$ cat src/rtl/gain_ramp_pkg.sv
// Shared sizing defaults for the stepped gain ramp attenuator.
// Assumes: gain levels are unsigned, samples are two's complement.
package gain_ramp_pkg;
    localparam int SAMPLE_W_DEF = 16;
    localparam int GAIN_W_DEF   = 7;
    localparam int CHANNELS_DEF = 2;
    localparam int TICKS_DEF    = 8;
endpackage

$ cat src/rtl/gain_target_sel.sv
// Picks the level the gain ramp is heading to.
// Priority: mute (zero) over programmed level over full scale.
// Assumes: inputs are synchronous to the ramp clock.
module gain_target_sel #(
    parameter int GAIN_W = 7
) (
    input  logic              mute_req,
    input  logic              prog_en,
    input  logic [GAIN_W-1:0] atten_lvl,
    output logic [GAIN_W-1:0] target
);
    localparam logic [GAIN_W-1:0] FULL_LVL = '1;

    // Resolve the effective target by priority.
    always_comb begin
        if (mute_req)
            target = '0;
        else if (prog_en)
            target = atten_lvl;
        else
            target = FULL_LVL;
    end
endmodule

$ cat src/rtl/gain_ramp_ctr.sv
// Up/down gain counter that moves one step toward its target after
// TICKS_PER_STEP frame ticks taken while unsettled.
// Assumes: frame_tick is a one-cycle pulse; reset is synchronous active-low.
module gain_ramp_ctr #(
    parameter int GAIN_W         = 7,
    parameter int TICKS_PER_STEP = 8
) (
    input  logic              clk,
    input  logic              rst_n,
    input  logic              frame_tick,
    input  logic [GAIN_W-1:0] target,
    output logic [GAIN_W-1:0] cnt_q,
    output logic              settled
);
    localparam int DIV_W = (TICKS_PER_STEP > 1) ? $clog2(TICKS_PER_STEP) : 1;
    localparam logic [DIV_W-1:0] DIV_LAST = DIV_W'(TICKS_PER_STEP - 1);

    logic [DIV_W-1:0] div_q;
    logic             step_en;

    // Settled when the count has reached the target.
    always_comb settled = (cnt_q == target);

    // A step is due on the last tick of the prescale window.
    always_comb step_en = frame_tick && !settled && (div_q == DIV_LAST);

    // Tick prescaler: counts ticks while unsettled, clears on a settled tick.
    always_ff @(posedge clk) begin
        if (!rst_n)
            div_q <= '0;
        else if (frame_tick) begin
            if (settled || div_q == DIV_LAST)
                div_q <= '0;
            else
                div_q <= div_q + DIV_W'(1);
        end
    end

    // Gain counter: one step toward the target per prescale window.
    always_ff @(posedge clk) begin
        if (!rst_n)
            cnt_q <= '0;
        else if (step_en) begin
            if (cnt_q < target)
                cnt_q <= cnt_q + GAIN_W'(1);
            else
                cnt_q <= cnt_q - GAIN_W'(1);
        end
    end


    step_size_chk: assert property (@(posedge clk) disable iff (!rst_n)
        (cnt_q != $past(cnt_q)) |->
        (cnt_q == $past(cnt_q) + GAIN_W'(1) || cnt_q == $past(cnt_q) - GAIN_W'(1)));


    step_on_tick_chk: assert property (@(posedge clk) disable iff (!rst_n)
        (cnt_q != $past(cnt_q)) |-> $past(frame_tick));


    step_direction_chk: assert property (@(posedge clk) disable iff (!rst_n)
        (cnt_q != $past(cnt_q)) |->
        ((cnt_q > $past(cnt_q)) == ($past(target) > $past(cnt_q))));


    settled_hold_chk: assert property (@(posedge clk) disable iff (!rst_n)
        ($past(settled) && $stable(target)) |-> $stable(cnt_q));
endmodule

$ cat src/rtl/gain_scaler.sv
// Scales one signed sample by gain/FULL, truncating toward zero,
// and registers the result when load is high.
// Assumes: gain never exceeds FULL, so the result cannot overflow.
module gain_scaler #(
    parameter int SAMPLE_W = 16,
    parameter int GAIN_W   = 7
) (
    input  logic                       clk,
    input  logic                       rst_n,
    input  logic                       load,
    input  logic        [GAIN_W-1:0]   gain,
    input  logic signed [SAMPLE_W-1:0] din,
    output logic signed [SAMPLE_W-1:0] dout
);
    localparam int PROD_W = SAMPLE_W + GAIN_W + 1;
    localparam logic signed [PROD_W-1:0] DIVISOR = PROD_W'((1 << GAIN_W) - 1);

    logic signed [PROD_W-1:0] din_ext, gain_ext, prod, quot;

    // Widen, multiply and divide with truncation toward zero.
    always_comb begin
        din_ext  = PROD_W'(din);
        gain_ext = PROD_W'({1'b0, gain});
        prod     = din_ext * gain_ext;
        quot     = prod / DIVISOR;
    end

    // Output register, loaded on each sample strobe.
    always_ff @(posedge clk) begin
        if (!rst_n)
            dout <= '0;
        else if (load)
            dout <= quot[SAMPLE_W-1:0];
    end


    zero_gain_chk: assert property (@(posedge clk) disable iff (!rst_n)
        (load && gain == '0) |=> (dout == '0));


    no_overflow_chk: assert property (@(posedge clk) disable iff (!rst_n)
        (load && din >= 0) |=> (dout >= 0 && dout <= $past(din)));


    hold_chk: assert property (@(posedge clk) disable iff (!rst_n)
        !load |=> $stable(dout));
endmodule

$ cat src/rtl/gain_ramp_attenuator.sv
// Multi-channel stepped attenuator: a shared ramped gain count scales
// every channel's sample on each strobe; the result follows one clock later.
// Assumes: synchronous active-low reset; frame_tick one cycle per frame.
module gain_ramp_attenuator
    import gain_ramp_pkg::*;
#(
    parameter int SAMPLE_W       = SAMPLE_W_DEF,
    parameter int GAIN_W         = GAIN_W_DEF,
    parameter int CHANNELS       = CHANNELS_DEF,
    parameter int TICKS_PER_STEP = TICKS_DEF
) (
    input  logic                         clk,
    input  logic                         rst_n,
    input  logic                         frame_tick,
    input  logic                         mute_req,
    input  logic                         prog_en,
    input  logic [GAIN_W-1:0]            atten_lvl,
    input  logic                         smp_vld,
    input  logic [CHANNELS*SAMPLE_W-1:0] smp_in,
    output logic                         out_vld,
    output logic [CHANNELS*SAMPLE_W-1:0] smp_out,
    output logic [GAIN_W-1:0]            gain_lvl,
    output logic                         settled
);
    logic [GAIN_W-1:0] target;

    gain_target_sel #(.GAIN_W(GAIN_W)) u_target (
        .mute_req  (mute_req),
        .prog_en   (prog_en),
        .atten_lvl (atten_lvl),
        .target    (target)
    );

    gain_ramp_ctr #(.GAIN_W(GAIN_W), .TICKS_PER_STEP(TICKS_PER_STEP)) u_ramp (
        .clk        (clk),
        .rst_n      (rst_n),
        .frame_tick (frame_tick),
        .target     (target),
        .cnt_q      (gain_lvl),
        .settled    (settled)
    );

    // One scaler per channel, all sharing the ramp count.
    for (genvar ch = 0; ch < CHANNELS; ch++) begin : gen_ch
        logic signed [SAMPLE_W-1:0] ch_in, ch_out;
        always_comb ch_in = smp_in[ch*SAMPLE_W +: SAMPLE_W];
        always_comb smp_out[ch*SAMPLE_W +: SAMPLE_W] = ch_out;

        gain_scaler #(.SAMPLE_W(SAMPLE_W), .GAIN_W(GAIN_W)) u_scale (
            .clk   (clk),
            .rst_n (rst_n),
            .load  (smp_vld),
            .gain  (gain_lvl),
            .din   (ch_in),
            .dout  (ch_out)
        );
    end

    // Output strobe, one clock behind the input strobe.
    always_ff @(posedge clk) begin
        if (!rst_n)
            out_vld <= 1'b0;
        else
            out_vld <= smp_vld;
    end


    out_latency_chk: assert property (@(posedge clk) disable iff (!rst_n)
        smp_vld |=> out_vld);


    mute_target_chk: assert property (@(posedge clk) disable iff (!rst_n)
        (mute_req && settled) |-> (gain_lvl == '0));
endmodule

$ cat config.mk
export PLATFORM = sky130hd
export DESIGN_NAME = gain_ramp_attenuator
export DESIGN_NICKNAME = d
export VERILOG_FILES = /design/src/rtl/gain_ramp_pkg.sv /design/src/rtl/gain_target_sel.sv /design/src/rtl/gain_ramp_ctr.sv /design/src/rtl/gain_scaler.sv /design/src/rtl/gain_ramp_attenuator.sv
export SDC_FILE = /design/constraint.sdc
export NUM_CORES = 1
export LEC_CHECK = 0
export CAP_MARGIN = 10
export CORE_ASPECT_RATIO = 0.75
export CORE_MARGIN = 2
export CORE_UTILIZATION = 45
export CTS_CLUSTER_DIAMETER = 200
export DETAILED_ROUTE_END_ITERATION = 12
export PLACE_DENSITY_LB_ADDON = 0.08
export SLEW_MARGIN = 25
export SYNTH_ARGS = -nofsm -noshare
export SYNTH_HDL_FRONTEND = slang
export SYNTH_SLANG_ARGS = --single-unit
$ cat constraint.sdc
create_clock -name clk -period 61.1 [get_ports clk]
set_input_delay 12.22 -clock clk [delete_from_list [all_inputs] [get_ports clk]]
set_output_delay 12.22 -clock clk [all_outputs]
set_load 0.05 [all_outputs]
==> impl_metrics.ini, run 1 <==
[floorplan]
die_h_um = 196.1
start_util_pct = 45.47
rows = 70
die_w_um = 260.1
ioPinCount = 86
dieArea_mm2 = 0.05101
core_mm2 = 0.04870

[synthesis]
synth-compound-area-share_pct = 29.71
synth-edff-count = 0
synth-simple-area-share_pct = 26.65
synthArstFlopShare_pct = 0
syn_area_mm2 = 0.02214
ys_types = 149
yosysSeqAreaShare_pct = 3.888
synth.area.mux_share_pct = 2.843
synth_warnings = 0
yosys_most_used_dff = dfxtp_1
syn_nets = 3249
avgSynthCellArea_um2 = 7.600
ys_ff_latch = 43
synthCells = 2913
synth_xor_area_share_pct = 6.635
synth-adder-area-share_pct = 22.49
synth_top_family_by_area = compound AO/OA/AOI/OAI gates

[clocking]
clock_path_buffers = 2
cts_tree = done
ctsHtreeMaxLevel = 2
cts_num_sinks = 43
clkTransAtPathRegs_ns = 0.07
ctsResizeCount = 0
post_cts_buffers = 0
postCtsHoldBufs = 0
clk_latency_ns = 0.30
root_buffer = clkbuf_16
numCtsBuffers = 5

[cells_and_area]
layout.nets = 3259
regArea_um2 = 860.8
multi_input_area_mm2 = 0.01958
fill_cells = 4949
area_delta_synth_final_pct = 6.200
num_antenna_cells = 0
drive_above_1_share_pct = 8.995

[setup_path]
crit_required_ns = 61.27
crit_path_max_incr_delay_ns = 0.78
critPathLaunchType = primary input
cp_max_fo = 26
worstSetupEndpointType = flip-flop
worst_path_max_delay_cell = or2_1
arrival_ns = 32.05
rr_worst_depth = 60
setup.worst_path.class = in2reg

[sta]
rsz0062_at_grt = false
setup_tns_ns = 0
hold_slack_ns = 0.4678
fin_crit_sh_pct = 52.17
hold_viol = 0
max_freq_ghz = 0.03137
finalCriticalPeriod_ns = 31.88
drv_slew = 0
final-setup-viol-count = 0
finClkSkew_ns = 0.006432
relSlewSlack_pct = 33.82
tightest_slew_ns = 0.9851

[grt]
grt_pass1_vias = 21058
grt_start_max_net_pins = 37
antenna_found_initial = 0
busiest_layer = met2
grt_util_met2_pct = 42.45
gr-total-overflow = 0
use_met1_pct = 34.84
grt_first_pass_wirelength_um = 107100
met3_usage_pct = 1.512
grt_usage_pct = 24.93

[placement]
numPortBuffers = 85
place.gp.congestion = 0.9389
hpwl_um = 53230

[routing]
vias = 21791
routedWlPerCell_um = 18.04
wl_um = 64430
vias_per_cell = 6.101
first_pass_iters = 7
route.detailed.drc = 0
drtIter0Drc = 1732
ant_nets = 0

[pwr]
peakVddDrop_mv = 0.008371
power_leakage_nw = 10.09
p_total_mw = 0.07119
p_per_area_mw_per_mm2 = 3.028

[worst_hold_path]
min_path_type = reg2reg
min_delay_path_depth = 2

[status]
outcome = complete, no violations

[job]
maxCapViolCount = 0
==> per-layer routing <==
metal	part of all wire, %	up-vias	wire length [um]
li1	-	10535	-
met1	47	10552	30110
met2	47	636	30470
met3	4.3	68	2795
met4	1.6	0	1061
met5	0	-	0
==> synthesized netlist by cell type (43+ instances only) <==
library cell / number / area, um2
a21o_1: 61 / 457.9
nor3_1: 70 / 350.3
xnor2_1: 106 / 928.4
dfxtp_1: 43 / 860.8
xor2_1: 45 / 394.1
inv_1: 298 / 1119
nand3_1: 100 / 500.5
and2_1: 190 / 1189
ha_1: 118 / 1476
fa_1: 173 / 3463
nand2_1: 240 / 900.9
nor2_1: 213 / 799.5
a21oi_1: 161 / 805.8
o21ai_0: 113 / 565.5
==> cell usage in the layout (no fill, tap or decap), types with 22 or more instances in the layout <==
| cell | synthesis | layout |
|---|---|---|
| inv_1 | 298 | 298 |
| nand2_1 | 240 | 240 |
| nor2_1 | 213 | 213 |
| and2_1 | 190 | 190 |
| fa_1 | 173 | 173 |
| a21oi_1 | 161 | 161 |
| ha_1 | 118 | 118 |
| o21ai_0 | 113 | 113 |
| xnor2_1 | 106 | 105 |
| nand3_1 | 100 | 100 |
| clkdlybuf4s50_1 | 0 | 84 |
| nor3_1 | 70 | 70 |
| a21o_1 | 61 | 61 |
| xor2_1 | 45 | 43 |
| dfxtp_1 | 43 | 43 |
| a31oi_1 | 41 | 41 |
| o211ai_1 | 39 | 39 |
| o21ai_1 | 37 | 37 |
| a211oi_1 | 37 | 37 |
| mux2i_1 | 33 | 33 |
| o21a_1 | 30 | 30 |
| nand4_1 | 29 | 29 |
| nor4_1 | 24 | 24 |
| o31ai_1 | 24 | 24 |
| and3_1 | 23 | 23 |
| or3_1 | 22 | 22 |
==> worst paths after layout <==
kind / startpoint / to / slack, ns
worst max-delay path: smp_in[15] / gen_ch[0].u_scale.dout[12] / 29.22
worst min-delay path: gen_ch[1].u_scale.dout[3] / gen_ch[1].u_scale.dout[3] / 0.47
worst max register to register: u_ramp.cnt_q[2] / gen_ch[0].u_scale.dout[12] / 41.04
worst min register to register: gen_ch[1].u_scale.dout[3] / gen_ch[1].u_scale.dout[3] / 0.47
==> sequential cells by signal, summed over array words and instances (netlist names) <==
register             flops
out_vld                  1
gen_ch.u_scale.dout     32
u_ramp.cnt_q             7
u_ramp.div_q             3
==> power breakdown <==
| part | leakage, nW | switching [mW] | internal [mW] |
|---|---|---|---|
| clock network | 0.0844 | 0.0130 | 0.0195 |
| logic | 9.65 | 0.00607 | 0.00404 |
| registers | 0.348 | 0.000201 | 0.0283 |
| total | 10.1 | 0.0193 | 0.0519 |
==> layout make-up <==
type                       instances  area share [%]
multi-input combinational       2473           83.27
timing repair buffer             101           4.108
sequential                        43           3.661
tap                              648           3.448
inverter                         299           4.773
clock inverter                     3          0.2022
clock buffer                       5          0.5321
==> logic make-up after synthesis <==
| logic type | count (synthesis) |
|---|---|
| xor gates and xnor gates | 160 |
| muxes | 56 |
| buffers and inverters | 397 |
| AOI/OAI and AO/OA | 871 |
| DFF | 43 |
| adders and majority gates | 295 |
| and+or+nand+nor | 1091 |
==> metrics by stage <==
step                setup slack, ns  util [%]  std cells  instance area, um2
finish                        29.22     48.28       3572               23510
global route                  27.54     48.28       3572               23510
CTS                           29.26     48.27       3572               23510
detailed placement            28.95     47.91       3564               23330
global placement              29.67     47.91       3564               23330
floorplan                     33.06         -       2913               22140
==> worst max-delay path, delay by kind of cell <==
family	cells	cell delay [ns]
AO/OA/AOI/OAI	24	8.23
buffers and inverters	6	0.83
adder cells (fa/ha/maj)	6	3.09
AND/OR/NAND/NOR	17	6.07
XOR/XNOR	3	0.64
multiplexers	3	0.93
No activity file was read; power rests on OpenSTA's default activity.
==> run 2: changes to the inputs <==
Clock period 61.1 ns to 26.3 ns, I/O delays scaled along.
==> impl_metrics.ini, run 2 (synthesized netlist as in run 1, its figures left out) <==
[status]
outcome = complete, no violations

[routing]
vias_per_cell = 6.123
drtIter0Drc = 1647
first_pass_iters = 6
ant_nets = 0
route.detailed.drc = 0
vias = 21889
wl_um = 64750
routedWlPerCell_um = 18.11

[floorplan]
start_util_pct = 45.47
ioPinCount = 86
dieArea_mm2 = 0.05101
rows = 70
die_w_um = 260.1
die_h_um = 196.1
core_mm2 = 0.04870

[sta]
rsz0062_at_grt = false
final-setup-viol-count = 0
setup_tns_ns = 0
relSlewSlack_pct = 32.31
max_freq_ghz = 0.04040
drv_slew = 0
tightest_slew_ns = 1.015
finClkSkew_ns = 0.005351
fin_crit_sh_pct = 94.11
hold_viol = 0
finalCriticalPeriod_ns = 24.75

[worst_hold_path]
hp-start = gen_ch[1].u_scale.dout[3]
min_path_type = reg2reg
min_delay_path_depth = 2
hold_end = gen_ch[1].u_scale.dout[3]

[grt]
grt_start_max_net_pins = 37
grt_usage_pct = 25.00
grt_util_met2_pct = 42.54
antenna_found_initial = 2
grt_pass1_vias = 21154
use_met1_pct = 35.12
busiest_layer = met2
met3_usage_pct = 1.550
gr-total-overflow = 0
grt_first_pass_wirelength_um = 107900

[placement]
numPortBuffers = 85
place.gp.congestion = 0.9455
hpwl_um = 53310

[setup_path]
rrSetupSlack_ns = 6.41
worstSetupEndpointType = flip-flop
crit_path_max_incr_delay_ns = 0.80
worst_path_max_delay_cell = a21oi_1
cpLargestDelayFamily = simple AND/OR/NAND/NOR gates
setup.worst_path.class = in2reg
worstPathBufferInverterCount = 6
reg2reg_from = u_ramp.cnt_q[2]
critPathLaunchType = primary input
rr_worst_depth = 60
crit_required_ns = 26.47
reg2reg_to = gen_ch[0].u_scale.dout[10]
arrival_ns = 24.92
cp_max_fo = 26

[pwr]
peakVddDrop_mv = 0.02042
p_per_area_mw_per_mm2 = 7.027
p_total_mw = 0.1653
power_leakage_nw = 10.08

[clocking]
clock_path_buffers = 2
numCtsBuffers = 5
ctsHtreeMaxLevel = 2
postCtsHoldBufs = 0
post_cts_buffers = 0
ctsResizeCount = 0
cts_tree = done
cts_num_sinks = 43
clk_latency_ns = 0.30
clkTransAtPathRegs_ns = 0.07
root_buffer = clkbuf_16

[cells_and_area]
layout.nets = 3260
area_delta_synth_final_pct = 6.216
largest_reg_flops = 32
largest_registers = gen_ch.u_scale.dout: 32 flops, u_ramp.cnt_q: 7 flops, u_ramp.div_q: 3 flops
fill_cells = 4892
regMostFlops = gen_ch.u_scale.dout
final_cell_mix = inv_1, nand2_1, nor2_1
layout_commonest_cell = inv_1
final_util_pct = 48.29
drive_above_1_share_pct = 8.991

[job]
maxCapViolCount = 0
==> run 2: changes by cell type in the layout (fill, tap and decap cells not counted) <==
cell / before / now
buf_4: 16 / 17
xor2_1: 43 / 44
diode_2: 0 / 2
clkinvlp_4: 0 / 1
xor2_2: 9 / 8
clkinv_4: 1 / 0
==> run 2: worst max-delay path by stage <==
stage | from | endpoint | cells after the start
3_5_place_dp | smp_in[15] | gen_ch[0].u_scale.dout[10] | 61
6_report | smp_in[15] | gen_ch[0].u_scale.dout[10] | 59
4_1_cts | smp_in[15] | gen_ch[0].u_scale.dout[10] | 61
3_3_place_gp | smp_in[15] | gen_ch[0].u_scale.dout[8] | 61
2_1_floorplan | smp_in[15] | gen_ch[0].u_scale.dout[10] | 65
5_1_grt | smp_in[15] | gen_ch[0].u_scale.dout[10] | 62
==> run 2: power breakdown <==
group | switching, mW | internal [mW]
Clock | 0.0300 | 0.0452
Combinational | 0.0143 | 0.00942
Sequential | 0.000508 | 0.0658
==> run 2: worst register-to-register path: cells and delay by family (launching register included) <==
family	cells	cell delay (ns)
adder cells (fa/ha/maj)	6	3.01
multiplexers	4	1.53
AND/OR/NAND/NOR	21	6.88
XOR/XNOR	2	0.44
AO/OA/AOI/OAI	20	6.85
flip-flops	1	0.35
buffers and inverters	7	0.68
==> run 2: layout make-up <==
cell class                      instances  area [um2]  share of cell area (%)
Tap cell                              648       810.8                   3.448
Multi-Input combinational cell       2473       19570                   83.23
Antenna cell                            2       5.005                 0.02128
Clock buffer                            5       125.1                  0.5321
Sequential cell                        43       860.8                   3.661
Inverter                              299        1122                   4.773
Clock inverter                          3       46.29                  0.1969
Timing Repair Buffer                  102       973.4                   4.139
==> run 2: metrics by stage <==
stage | hold slack (ns) | std cells | worst slack, ns | cell area (um2)
after floorplan | 0.4842 | 2913 | 5.217 | 22140
after global placement | 0.4548 | 3565 | 2.081 | 23340
after detailed placement | 0.4607 | 3565 | 1.554 | 23340
after CTS | 0.4685 | 3573 | 1.871 | 23510
after global routing | 0.4892 | 3575 | 0.05094 | 23520
final | 0.4641 | 3575 | 1.550 | 23520
==> run 2: layer usage <==
metal	up-vias	wire, um
li1	10569	-
met1	10615	30580
met2	638	30510
met3	67	2769
met4	0	898
met5	-	0
